`src/rtl/incskip_pkg.sv`:
```
package incskip_pkg;

    typedef enum logic [1:0] {
        ST_EXEC        = 2'd0,
        ST_SQUASH_HEAD = 2'd1,
        ST_SQUASH_TAIL = 2'd2
    } isk_state_e;

    localparam logic [5:0] OPC_SKIP_ZERO = 6'b001111;
    localparam logic [5:0] OPC_SKIP_NZ   = 6'b010010;

    typedef struct packed {
        logic       hit;
        logic       skip_on_zero;
        logic       to_file;
        logic       banked;
        logic [7:0] fsel;
    } isk_dec_t;

endpackage

```
`src/rtl/isk_decode.sv`:
```
module isk_decode
    import incskip_pkg::*;
(
    input  logic [15:0] instr_word,
    output isk_dec_t    dec
);
    logic [5:0] opc;

    always_comb begin
        opc              = instr_word[15:10];
        dec.hit          = (opc == OPC_SKIP_ZERO) || (opc == OPC_SKIP_NZ);
        dec.skip_on_zero = (opc == OPC_SKIP_ZERO);
        dec.to_file      = instr_word[9];
        dec.banked       = instr_word[8];
        dec.fsel         = instr_word[7:0];
    end
endmodule

```
`src/rtl/isk_bank_resolve.sv`:
```
module isk_bank_resolve #(
    parameter int                BANK_W         = 4,
    parameter logic [7:0]        ACCESS_SPLIT   = 8'h80,
    parameter logic [BANK_W-1:0] ACCESS_HI_BANK = '1,
    localparam int               FADDR_W        = BANK_W + 8
) (
    input  logic               banked,
    input  logic [7:0]         fsel,
    input  logic [BANK_W-1:0]  bank_sel,
    output logic [FADDR_W-1:0] addr
);
    always_comb begin
        if (banked) begin
            addr = {bank_sel, fsel};
        end else if (fsel >= ACCESS_SPLIT) begin
            addr = {ACCESS_HI_BANK, fsel};
        end else begin
            addr = {{BANK_W{1'b0}}, fsel};
        end
    end
endmodule

```
`src/rtl/isk_squash_fsm.sv`:
```
module isk_squash_fsm
    import incskip_pkg::*;
(
    input  logic clk,
    input  logic rst_n,
    input  logic start_skip,
    input  logic long_next,
    output logic squash,
    output logic ready
);
    isk_state_e state_q, state_d;
    logic       tail_pend_q;

    always_ff @(posedge clk) begin
        if (!rst_n) begin
            state_q     <= ST_EXEC;
            tail_pend_q <= 1'b0;
        end else begin
            state_q <= state_d;
            if (state_q == ST_EXEC && start_skip) begin
                tail_pend_q <= long_next;
            end
        end
    end

    always_comb begin
        state_d = state_q;
        unique case (state_q)
            ST_EXEC:        state_d = start_skip ? ST_SQUASH_HEAD : ST_EXEC;
            ST_SQUASH_HEAD: state_d = tail_pend_q ? ST_SQUASH_TAIL : ST_EXEC;
            ST_SQUASH_TAIL: state_d = ST_EXEC;
            default:        state_d = ST_EXEC;
        endcase
    end

    always_comb begin
        squash = (state_q != ST_EXEC);
        ready  = (state_q == ST_EXEC);
    end

    assert_tail_after_head_R8: assert property (@(posedge clk) disable iff (!rst_n)
        (state_q == ST_SQUASH_TAIL) |-> ($past(state_q) == ST_SQUASH_HEAD));

    assert_short_squash_R8: assert property (@(posedge clk) disable iff (!rst_n)
        (state_q == ST_SQUASH_HEAD && !tail_pend_q) |=> (state_q == ST_EXEC));

    assert_tail_ends_R8: assert property (@(posedge clk) disable iff (!rst_n)
        (state_q == ST_SQUASH_TAIL) |=> (state_q == ST_EXEC));
endmodule

```
`src/rtl/incskip_unit.sv`:
```
module incskip_unit
    import incskip_pkg::*;
#(
    parameter int                BANK_W         = 4,
    parameter logic [7:0]        ACCESS_SPLIT   = 8'h80,
    parameter logic [BANK_W-1:0] ACCESS_HI_BANK = '1,
    localparam int               FADDR_W        = BANK_W + 8
) (
    input  logic               clk,
    input  logic               rst_n,
    input  logic               instr_valid,
    input  logic [15:0]        instr_word,
    input  logic               next_two_word,
    input  logic [BANK_W-1:0]  bank_sel,
    input  logic [7:0]         fr_rdata,
    output logic [FADDR_W-1:0] fr_addr,
    output logic               fr_we,
    output logic [7:0]         fr_wdata,
    output logic [7:0]         w_out,
    output logic               squash,
    output logic               ready
);
    isk_dec_t   dec;
    logic       exec;
    logic       want_skip;
    logic [7:0] incr;
    logic [7:0] w_q;

    isk_decode u_decode (
        .instr_word (instr_word),
        .dec        (dec)
    );

    isk_bank_resolve #(
        .BANK_W         (BANK_W),
        .ACCESS_SPLIT   (ACCESS_SPLIT),
        .ACCESS_HI_BANK (ACCESS_HI_BANK)
    ) u_bank (
        .banked   (dec.banked),
        .fsel     (dec.fsel),
        .bank_sel (bank_sel),
        .addr     (fr_addr)
    );

    isk_squash_fsm u_fsm (
        .clk        (clk),
        .rst_n      (rst_n),
        .start_skip (exec && want_skip),
        .long_next  (next_two_word),
        .squash     (squash),
        .ready      (ready)
    );

    always_comb begin
        exec      = instr_valid && ready && dec.hit;
        incr      = fr_rdata + 8'd1;
        want_skip = dec.skip_on_zero ? (incr == 8'h00) : (incr != 8'h00);
        fr_we     = exec && dec.to_file;
        fr_wdata  = incr;
    end

    always_ff @(posedge clk) begin
        if (!rst_n) begin
            w_q <= 8'h00;
        end else if (exec && !dec.to_file) begin
            w_q <= incr;
        end
    end

    assign w_out = w_q;

    assert_wdata_incr_R2: assert property (@(posedge clk) disable iff (!rst_n)
        fr_we |-> (fr_wdata == fr_rdata + 8'd1));

    assert_file_dest_keeps_w_R3: assert property (@(posedge clk) disable iff (!rst_n)
        fr_we |=> $stable(w_out));

    assert_access_window_R4: assert property (@(posedge clk) disable iff (!rst_n)
        (instr_valid && !instr_word[8]) |->
            (fr_addr[FADDR_W-1:8] == (instr_word[7] ? ACCESS_HI_BANK : {BANK_W{1'b0}})));

    assert_banked_addr_R5: assert property (@(posedge clk) disable iff (!rst_n)
        (instr_valid && instr_word[8]) |-> (fr_addr[FADDR_W-1:8] == bank_sel));

    assert_zero_skip_R6: assert property (@(posedge clk) disable iff (!rst_n)
        (exec && dec.skip_on_zero) |=> (squash == ($past(fr_rdata) == 8'hFF)));

    assert_nonzero_skip_R7: assert property (@(posedge clk) disable iff (!rst_n)
        (exec && !dec.skip_on_zero) |=> (squash == ($past(fr_rdata) != 8'hFF)));

    assert_no_write_in_squash_R9: assert property (@(posedge clk) disable iff (!rst_n)
        squash |-> !fr_we);

    assert_w_frozen_in_squash_R9: assert property (@(posedge clk) disable iff (!rst_n)
        squash |=> $stable(w_out));
endmodule

```
`config.mk`:
```
export PLATFORM = sky130hd
export DESIGN_NAME = incskip_unit
export DESIGN_NICKNAME = d
export VERILOG_FILES = /design/src/rtl/incskip_pkg.sv /design/src/rtl/isk_decode.sv /design/src/rtl/isk_bank_resolve.sv /design/src/rtl/isk_squash_fsm.sv /design/src/rtl/incskip_unit.sv
export SDC_FILE = /design/constraint.sdc
export NUM_CORES = 1
export LEC_CHECK = 0
export BUFFER_PORTS_ARGS = -buffer_cell sky130_fd_sc_hd__buf_2
export CORE_MARGIN = 2
export CORE_UTILIZATION = 38
export CTS_BUF_LIST = sky130_fd_sc_hd__clkbuf_16
export DETAILED_ROUTE_END_ITERATION = 10
export HOLD_SLACK_MARGIN = 0.1
export PLACE_DENSITY = 0.89
export SETUP_SLACK_MARGIN = 0.4
export SYNTH_ARGS = -nofsm -noshare
export SYNTH_HDL_FRONTEND = slang
export SYNTH_SLANG_ARGS = --single-unit
export TNS_END_PERCENT = 5
```
`constraint.sdc`:
```
create_clock -name clk -period 2.3 [get_ports clk]
set_input_delay 0.345 -clock clk [delete_from_list [all_inputs] [get_ports clk]]
set_output_delay 0.345 -clock clk [all_outputs]
set_load 0.05 [all_outputs]
```
Yosys cells after proc, flatten, opt, wreduce, memory -nomap -nowiden
Index checks and enable logic that the tools add are counted.
{ "word_totals": {"regBits": 11} }
{ "op_classes": {"add_sub_neg": 1, "order_cmp": 1, "n_eq_ne": 3, "muxes": 6, "reduce_logical": 12} }
{ "ops": {"columns": ["cell", "n"], "rows": [
  ["2-to-1 mux 12 bit", 2],
  ["adder 8 x 1 -> 8 bit, second input constant", 1],
  [">= comparator 8 bit, second input constant", 1],
  ["zero test 8 bit", 1],
  ["nonzero test 8 bit", 1],
  ["equality test 6 x 4 -> 1 bit, second input constant", 1],
  ["equality test 6 x 5 -> 1 bit, second input constant", 1],
  ["logical AND 1 bit", 6],
  ["one-hot mux 2 bit (2 select lines)", 1],
  ["equality test 2 x 1 -> 1 bit, second input constant", 1],
  ["zero test 2 bit", 1],
  ["2-to-1 mux 1 bit", 2],
  ["2-to-1 mux 2 bit", 1],
  ["nonzero test 2 bit", 1],
  ["zero test 1 bit", 1],
  ["logical OR 1 bit", 1]
]} }

Depth between registers and ports, before layout
Gate-level depths: netlist of run 1.
{ "logic_depth": {"ltp_word": 6, "ltp_mapped": 8, "depth_no_buf": 7} }

By module
From an unflattened synthesis of run 1, not the netlist that was laid out.
{ "unflattened": {"cells_unflattened": 101, "area_unflattened_um2": 875.8} }
{ "modules_own_cells": {"columns": ["mod", "n_inst", "cells_each", "area_each_um2", "seq_area_each_um2"], "rows": [
  ["incskip_unit", 1, 63, 545.5, 160.2],
  ["isk_squash_fsm", 1, 11, 116.4, 60.1],
  ["isk_decode", 1, 15, 108.9, 0.0],
  ["isk_bank_resolve", 1, 12, 105.1, 0.0]
]} }

Worst setup path before layout of run 1
Ideal clock, no wire load.
{ "synth_timing": {"path_type": "register -> output", "from": "register u_fsm.state_q[1]", "to": "output port fr_we", "arrival_time_ns": 2.194, "required_time_ns": 1.955, "setup_slack_ns": -0.239, "stages_incl_launch_ff": 4, "n_path_buf": 0, "cell_sequence": "dfxtp_1 nor2_1 o2111ai_2 nor2_1"} }
{ "synth_between": {"elab_chain_len": 4} }
{ "synth_lines": {"columns": ["item", "line_no", "rtl"], "rows": [
  ["start, declared", "isk_squash_fsm.sv:11", "isk_state_e state_q, state_d;"],
  ["start signal, assigned", "isk_squash_fsm.sv:19", "state_q <= state_d;"],
  ["zero test 2 bit", "isk_squash_fsm.sv:38", "ready = (state_q == ST_EXEC);"],
  ["named net ready", "incskip_unit.sv:21", "output logic ready"],
  ["logical AND 1 bit (2 in series)", "incskip_unit.sv:55", "exec = instr_valid && ready && dec.hit;"],
  ["logical AND 1 bit", "incskip_unit.sv:58", "fr_we = exec && dec.to_file;"],
  ["end, declared", "incskip_unit.sv:17", "output logic fr_we,"]
]} }
The timed path passes the listed nets, and every way through them passes these cells.

Worst setup path in the final report of run 1
{ "layout_timing": {"from": "input port fr_rdata[0]", "to": "output port fr_wdata[4]"} }
{ "layout_between": {"elab_chain_len": 1} }
{ "layout_lines": {"columns": ["item", "line_no", "rtl"], "rows": [
  ["start, declared", "incskip_unit.sv:15", "input logic [7:0] fr_rdata,"],
  ["adder 8 x 1 -> 8 bit", "incskip_unit.sv:56", "incr = fr_rdata + 8'd1;"],
  ["end, declared", "incskip_unit.sv:18", "output logic [7:0] fr_wdata,"]
]} }
No other way between the ends.

==> flow_summary.toml, run 1 <==
[clock_network]
htree_levels = 1
clock-sinks = 11
cts_tree = "done"
postCtsHoldBufs = 0
post_cts_resized = 0
cts-root-buf = "clkbuf_16"
clock_latency_ns = 0.23
clk_path_buf_depth = 2
numCtsBuffers = 3
clk_pin_slew_ns = 0.04
cts_setup_buffers = 0

[global_routing]
grt_overflow = 0
gr-usage-all-layers = 0.159
grt_pass1_vias = 725
grt_max_degree = 13
antenna_found_initial = 0
grt_pass1_wl_um = 2970

[detailed_routing]
drc = 0
vias = 804
first_iter_violations = 8
dr.pass1.iters = 3
postRouteAntennaNets = 0
vias_per_cell = 4.93
drt-total-wl_um = 1790
wl_per_cell_um = 11.0

[min_path]
hold_class = "primary input to flip-flop"

[cells_and_area]
num_antenna_cells = 0
multi_input_area_um2 = 488
nets = 171
mostFrequentLayoutCell = "buf_2"
final_layout_size_suffix_gt1_frac = 0.456
register_area_um2 = 220
synthToLayoutAreaGrowth_pct = 39.2
fill_cells = 195
final_cell_mix = "buf_2 (48), nand2_1 (19), dfxtp_1 (11)"

[floorplanning]
die_h_um = 49.3
start_util = 0.401
die-area_um2 = 2430
die_w_um = 49.3
coreArea_um2 = 1940
io_pins = 63
std_cell_rows = 16

[sta]
final_hold_viol_count = 0
min_period_ns = 1.78
final-setup-viol-count = 0
worstMarginPinSlew_ns = 0.314
fmax_mhz = 562
rsz0062_at_grt = "no"
maxSlewViolCount = 0
fin_crit_sh = 0.773
worst_slack_ns = 0.521
fin_tns_setup_ns = 0
relSlewSlack = 0.788
fin_skew_ns = 0.00138

[place]
pre_cts_ws_ns = 0.318
gp_congestion = 0.801
port_buffers = 48
hpwlAfterDp_um = 1490

[power_and_ir_drop]
leakagePower_uw = 0.000581
peakVddDrop_v = 0.000563
powerDensity_nw_per_um2 = 606

[setup_path]
critical_path.max_fanout = 7
crit_chain = "buf_2, ha_1, nand3_1, xnor2_2, buf_2"
crit_path_end_kind = "primary output"
arrival_ns = 1.43
critPathRequiredTime_ns = 1.96
crit_slowest_cell = "ha_1"
crit_top_cell = "buf_2"
crit_type = "primary input to primary output"
start_kind = "primary input"
cpPeakStageDelay_ns = 0.30
ff2ff_setup_slack_ns = 0.83

[synthesis]
synth-warning-count = 0
yosysSeqAreaShare = 0.283
synth_fp_nets = 128
synth_top_area_frac = 0.283
avgSynthCellArea_um2 = 8.28
ys_top_cells_by_area = "dfxtp_1 (28%), nand2_1 (9.2%), buf_4 (8.7%)"
yosys.area.top_type = "dfxtp_1"
async_reset_ff_frac = 0
syn_area_um2 = 778
synth.distinct_cells = 32
ys.flop_type = "dfxtp_1"
ys_ff_latch = 11
syn-instance-count = 94
synth_edf_count = 0

[flow_run]
maxCapViolations = 0

[outcome]
status = "finished, final reports clean"
final timing paths:
kind         cells past startpoint           endpoint               from
max                              5        fr_wdata[4]        fr_rdata[0]
min                              3  u_fsm.tail_pend_q      next_two_word
max reg2reg                      6           w_out[1]   u_fsm.state_q[1]
min reg2reg                      2  u_fsm.tail_pend_q  u_fsm.tail_pend_q
synth_stat cells (3+ instances only):
cell type  instances
o211a_1            4
nand2_1           19
mux2i_1            3
nor2b_1            3
nand3_1            3
xnor2_1            3
xor2_1             4
inv_1              4
buf_4              9
dfxtp_1           11
nor2_1             4
report_power, final:
group          switching [uW]  internal [uW]  total [uW]  leakage [uW]
sequential              0.507            193         193     0.0000886
combinational             112           45.2         157      0.000450
clock                    79.1            228         307     0.0000423
total                     192            465         657      0.000581
through the flow:
step	util	total power, uW	cell area [um2]	hold WS (ns)	std cells
global route	0.558	684	1080	0.374	163
finish	0.558	657	1080	0.362	163
global placement	0.514	351	997	0.443	158
detailed placement	0.514	354	997	0.460	158
CTS	0.554	665	1080	0.365	162
floorplan	-	337	798	0.431	94
cell families after synthesis:
kind of cell / synth area share
AND/OR/NAND/NOR: 0.281
buffers and inverters: 0.116
AO/OA/AOI/OAI: 0.151
flip-flops: 0.283
XOR/XNOR: 0.0788
multiplexers: 0.0579
adder cells (fa/ha/maj): 0.0321
layer usage:
layer,vias to the layer above,wire [um],GRT usage
li1,403,-,-
met1,355,731,0.162
met2,44,827,0.273
met3,2,220,0.0798
met4,0,14,0.0619
met5,-,0,0
critical path, delay by kind of cell:
family                     cells  cell delay, ns
and+or+nand+nor                1            0.18
buffers and inverters          2            0.43
xor gates and xnor gates       1            0.18
adders and majority gates      1            0.30
sequential cells by signal (all words and copies together), names as in the netlist:
name,count
w_out,8
u_fsm.tail_pend_q,1
u_fsm.state_q,2
cell type report:
class,instances,area share
multi-input cells,68,0.450
clock buffers,3,0.0693
well taps,27,0.0312
inverters,4,0.0139
clock inverters,1,0.00346
repair buffers,49,0.229
flip-flops and latches,11,0.203
No activity file was read; power rests on OpenSTA's default activity.
==> run 2: changes to the inputs <==
clock period = 1.9 ns   (was 2.3 ns; I/O delays follow)
==> run 2 against run 1 <==
Net effect:
- sequential power grew 21%
- register-to-register slack lost 0.40 ns
- die area is the same
- via count grew 9.6%
- core utilization grew 16 points
- setup slack lost 0.14 ns
- global-route usage grew 5.3 points
- combinational power grew 64%
- wire length grew 47%
- clock power grew 24%
==> flow_summary.toml, run 2 (synthesized netlist as in run 1, its figures left out) <==
[sta]
fmax_mhz = 658
rsz0062_at_grt = "yes"
fin_tns_setup_ns = 0
min_period_ns = 1.52
final_hold_viol_count = 0
relSlewSlack = 0.820
worstMarginPinSlew_ns = 0.270
maxSlewViolCount = 0
fin_skew_ns = 0.00449
fin_crit_sh = 0.800
final-setup-viol-count = 0

[power_and_ir_drop]
p_clk_frac = 0.436
p_sw_frac = 0.308
p_int_uw = 603
seqPwrFrac = 0.268
powerDensity_nw_per_um2 = 629
leakagePower_uw = 0.000680
combPwrFrac = 0.296
peakVddDrop_v = 0.000601
finalPower_uw = 872
power_switching_uw = 269

[floorplanning]
start_util = 0.401
die-area_um2 = 2430
std_cell_rows = 16
io_pins = 63
coreArea_um2 = 1940
die_h_um = 49.3
die_w_um = 49.3

[setup_path]
start_kind = "primary input"
crit_path_end_kind = "flip-flop"
crit_type = "primary input to flip-flop"
r2r-start = "u_fsm.state_q[1]"
crit_chain = "buf_12, ha_4, buf_6, a211oi_4, a41oi_2, nor3_2, mux2_4, and2_4"
arrival_ns = 1.66
cpPeakStageDelay_ns = 0.33
r2r_cells = 6
crit_end = "u_fsm.state_q[0]"
critPathRequiredTime_ns = 2.04
critPathLaunch = "fr_rdata[0]"
crit_slowest_cell = "mux2_4"
timing.rr.end = "w_out[5]"
ff2ff_setup_slack_ns = 0.43
critical_path.max_fanout = 7

[place]
hpwlAfterDp_um = 1640
port_buffers = 48
gp_congestion = 0.842
post_dp_cell_area_um2 = 1110

[min_path]
min_from = "next_two_word"
hold_class = "primary input to flip-flop"
hold_depth = 3

[global_routing]
grt_overflow = 0
gr-usage-all-layers = 0.212
grt_pass1_vias = 836
grt_max_degree = 13
grt_pass1_wl_um = 3930
antenna_found_initial = 0

[cells_and_area]
synthToLayoutAreaGrowth_pct = 78.1
largest_reg_flops = 8
final_layout_size_suffix_gt1_frac = 0.579
mostFrequentLayoutCell = "buf_2"
nets = 180
num_antenna_cells = 0
design_area_um2 = 1390
final_cell_mix = "buf_2 (37), nand2_1 (19), buf_4 (11), dfxtp_1 (11), buf_6 (7)"
register_area_um2 = 220
fill_cells = 152
multi_input_area_um2 = 657

[detailed_routing]
drt-total-wl_um = 2640
vias = 881
drc = 0
dr.pass1.iters = 4
postRouteAntennaNets = 0
first_iter_violations = 19
wl_per_cell_um = 15.4
vias_per_cell = 5.12

[clock_network]
clock-sinks = 11
clk_path_buf_depth = 2
clk_pin_slew_ns = 0.04
numCtsBuffers = 3
cts-root-buf = "clkbuf_16"
clock_latency_ns = 0.24
cts_tree = "done"
htree_levels = 1

[flow_run]
maxCapViolations = 0

[outcome]
status = "finished, final reports clean"
[run 2: cell types whose count changed in the layout (fill, tap and decap cells not counted), moves of 2 or more]
cell / previous run / this run
nor2_4: 1 / 4
buf_2: 48 / 37
buf_6: 0 / 7
nand3_1: 3 / 1
xnor2_1: 2 / 0
nor2_2: 3 / 1
xor2_1: 3 / 1
buf_4: 1 / 11
nand3_4: 0 / 2
[run 2: routing by layer]
layer  global-route usage  vias to the layer above  share of wire
li1                     -                      419              -
met3               0.0798                       15          0.087
met4               0.0714                        0          0.040
met2                0.365                       55           0.48
met5                    0                        -              0
met1                0.237                      392           0.39
[run 2: what timing repair did]
| item | 4_1_cts | 5_1_grt |
|---|---|---|
| endpoints found under the hold margin | 0 | 0 |
| setup endpoints to repair | 10 | 15 |
| setup buffers | 4 | 4 |
| cloned | 0 | 1 |
| pin swaps | 9 | 5 |
| gates resized for setup | 21 | 10 |
| hold buffers | 0 | 0 |
[run 2: final cells by class]
cell class / instances / share of cell area
multi-input cells: 69 / 0.474
inverters: 4 / 0.0108
clock inverters: 1 / 0.00271
repair buffers: 57 / 0.275
flip-flops and latches: 11 / 0.159
clock buffers: 3 / 0.0542
well taps: 27 / 0.0244
[run 2: worst min path at each step]
stage / endpoint / slack (ns)
6_report: u_fsm.tail_pend_q / 0.29
5_1_grt: u_fsm.tail_pend_q / 0.32
4_1_cts: u_fsm.tail_pend_q / 0.29
3_5_place_dp: u_fsm.tail_pend_q / 0.45
3_3_place_gp: u_fsm.tail_pend_q / 0.44
2_1_floorplan: u_fsm.tail_pend_q / 0.43
[run 2: power by group through the flow]
stage,Clock (uW),Sequential (uW),Combinational [uW]
floorplan,0,241,188
global route,396,234,273
CTS,382,234,238
finish,380,234,258
global placement,0,238,210
detailed placement,0,238,214
[run 2: worst max-delay path: cells and delay by family]
| family | cells | cell delay [ns] |
|---|---|---|
| adder cells (fa/ha/maj) | 1 | 0.18 |
| AO/OA/AOI/OAI | 2 | 0.31 |
| AND/OR/NAND/NOR | 2 | 0.31 |
| multiplexers | 1 | 0.33 |
| buffers and inverters | 2 | 0.23 |
[run 2: per-stage QoR]
stage	hold WS [ns]	utilization	std cells	worst slack [ns]
3_3_place_gp	0.439	0.570	159	0.0587
6_report	0.292	0.714	172	0.379
3_5_place_dp	0.452	0.570	159	0.0432
4_1_cts	0.292	0.669	167	0.393
5_1_grt	0.316	0.714	172	0.332
2_1_floorplan	0.427	-	94	0.275
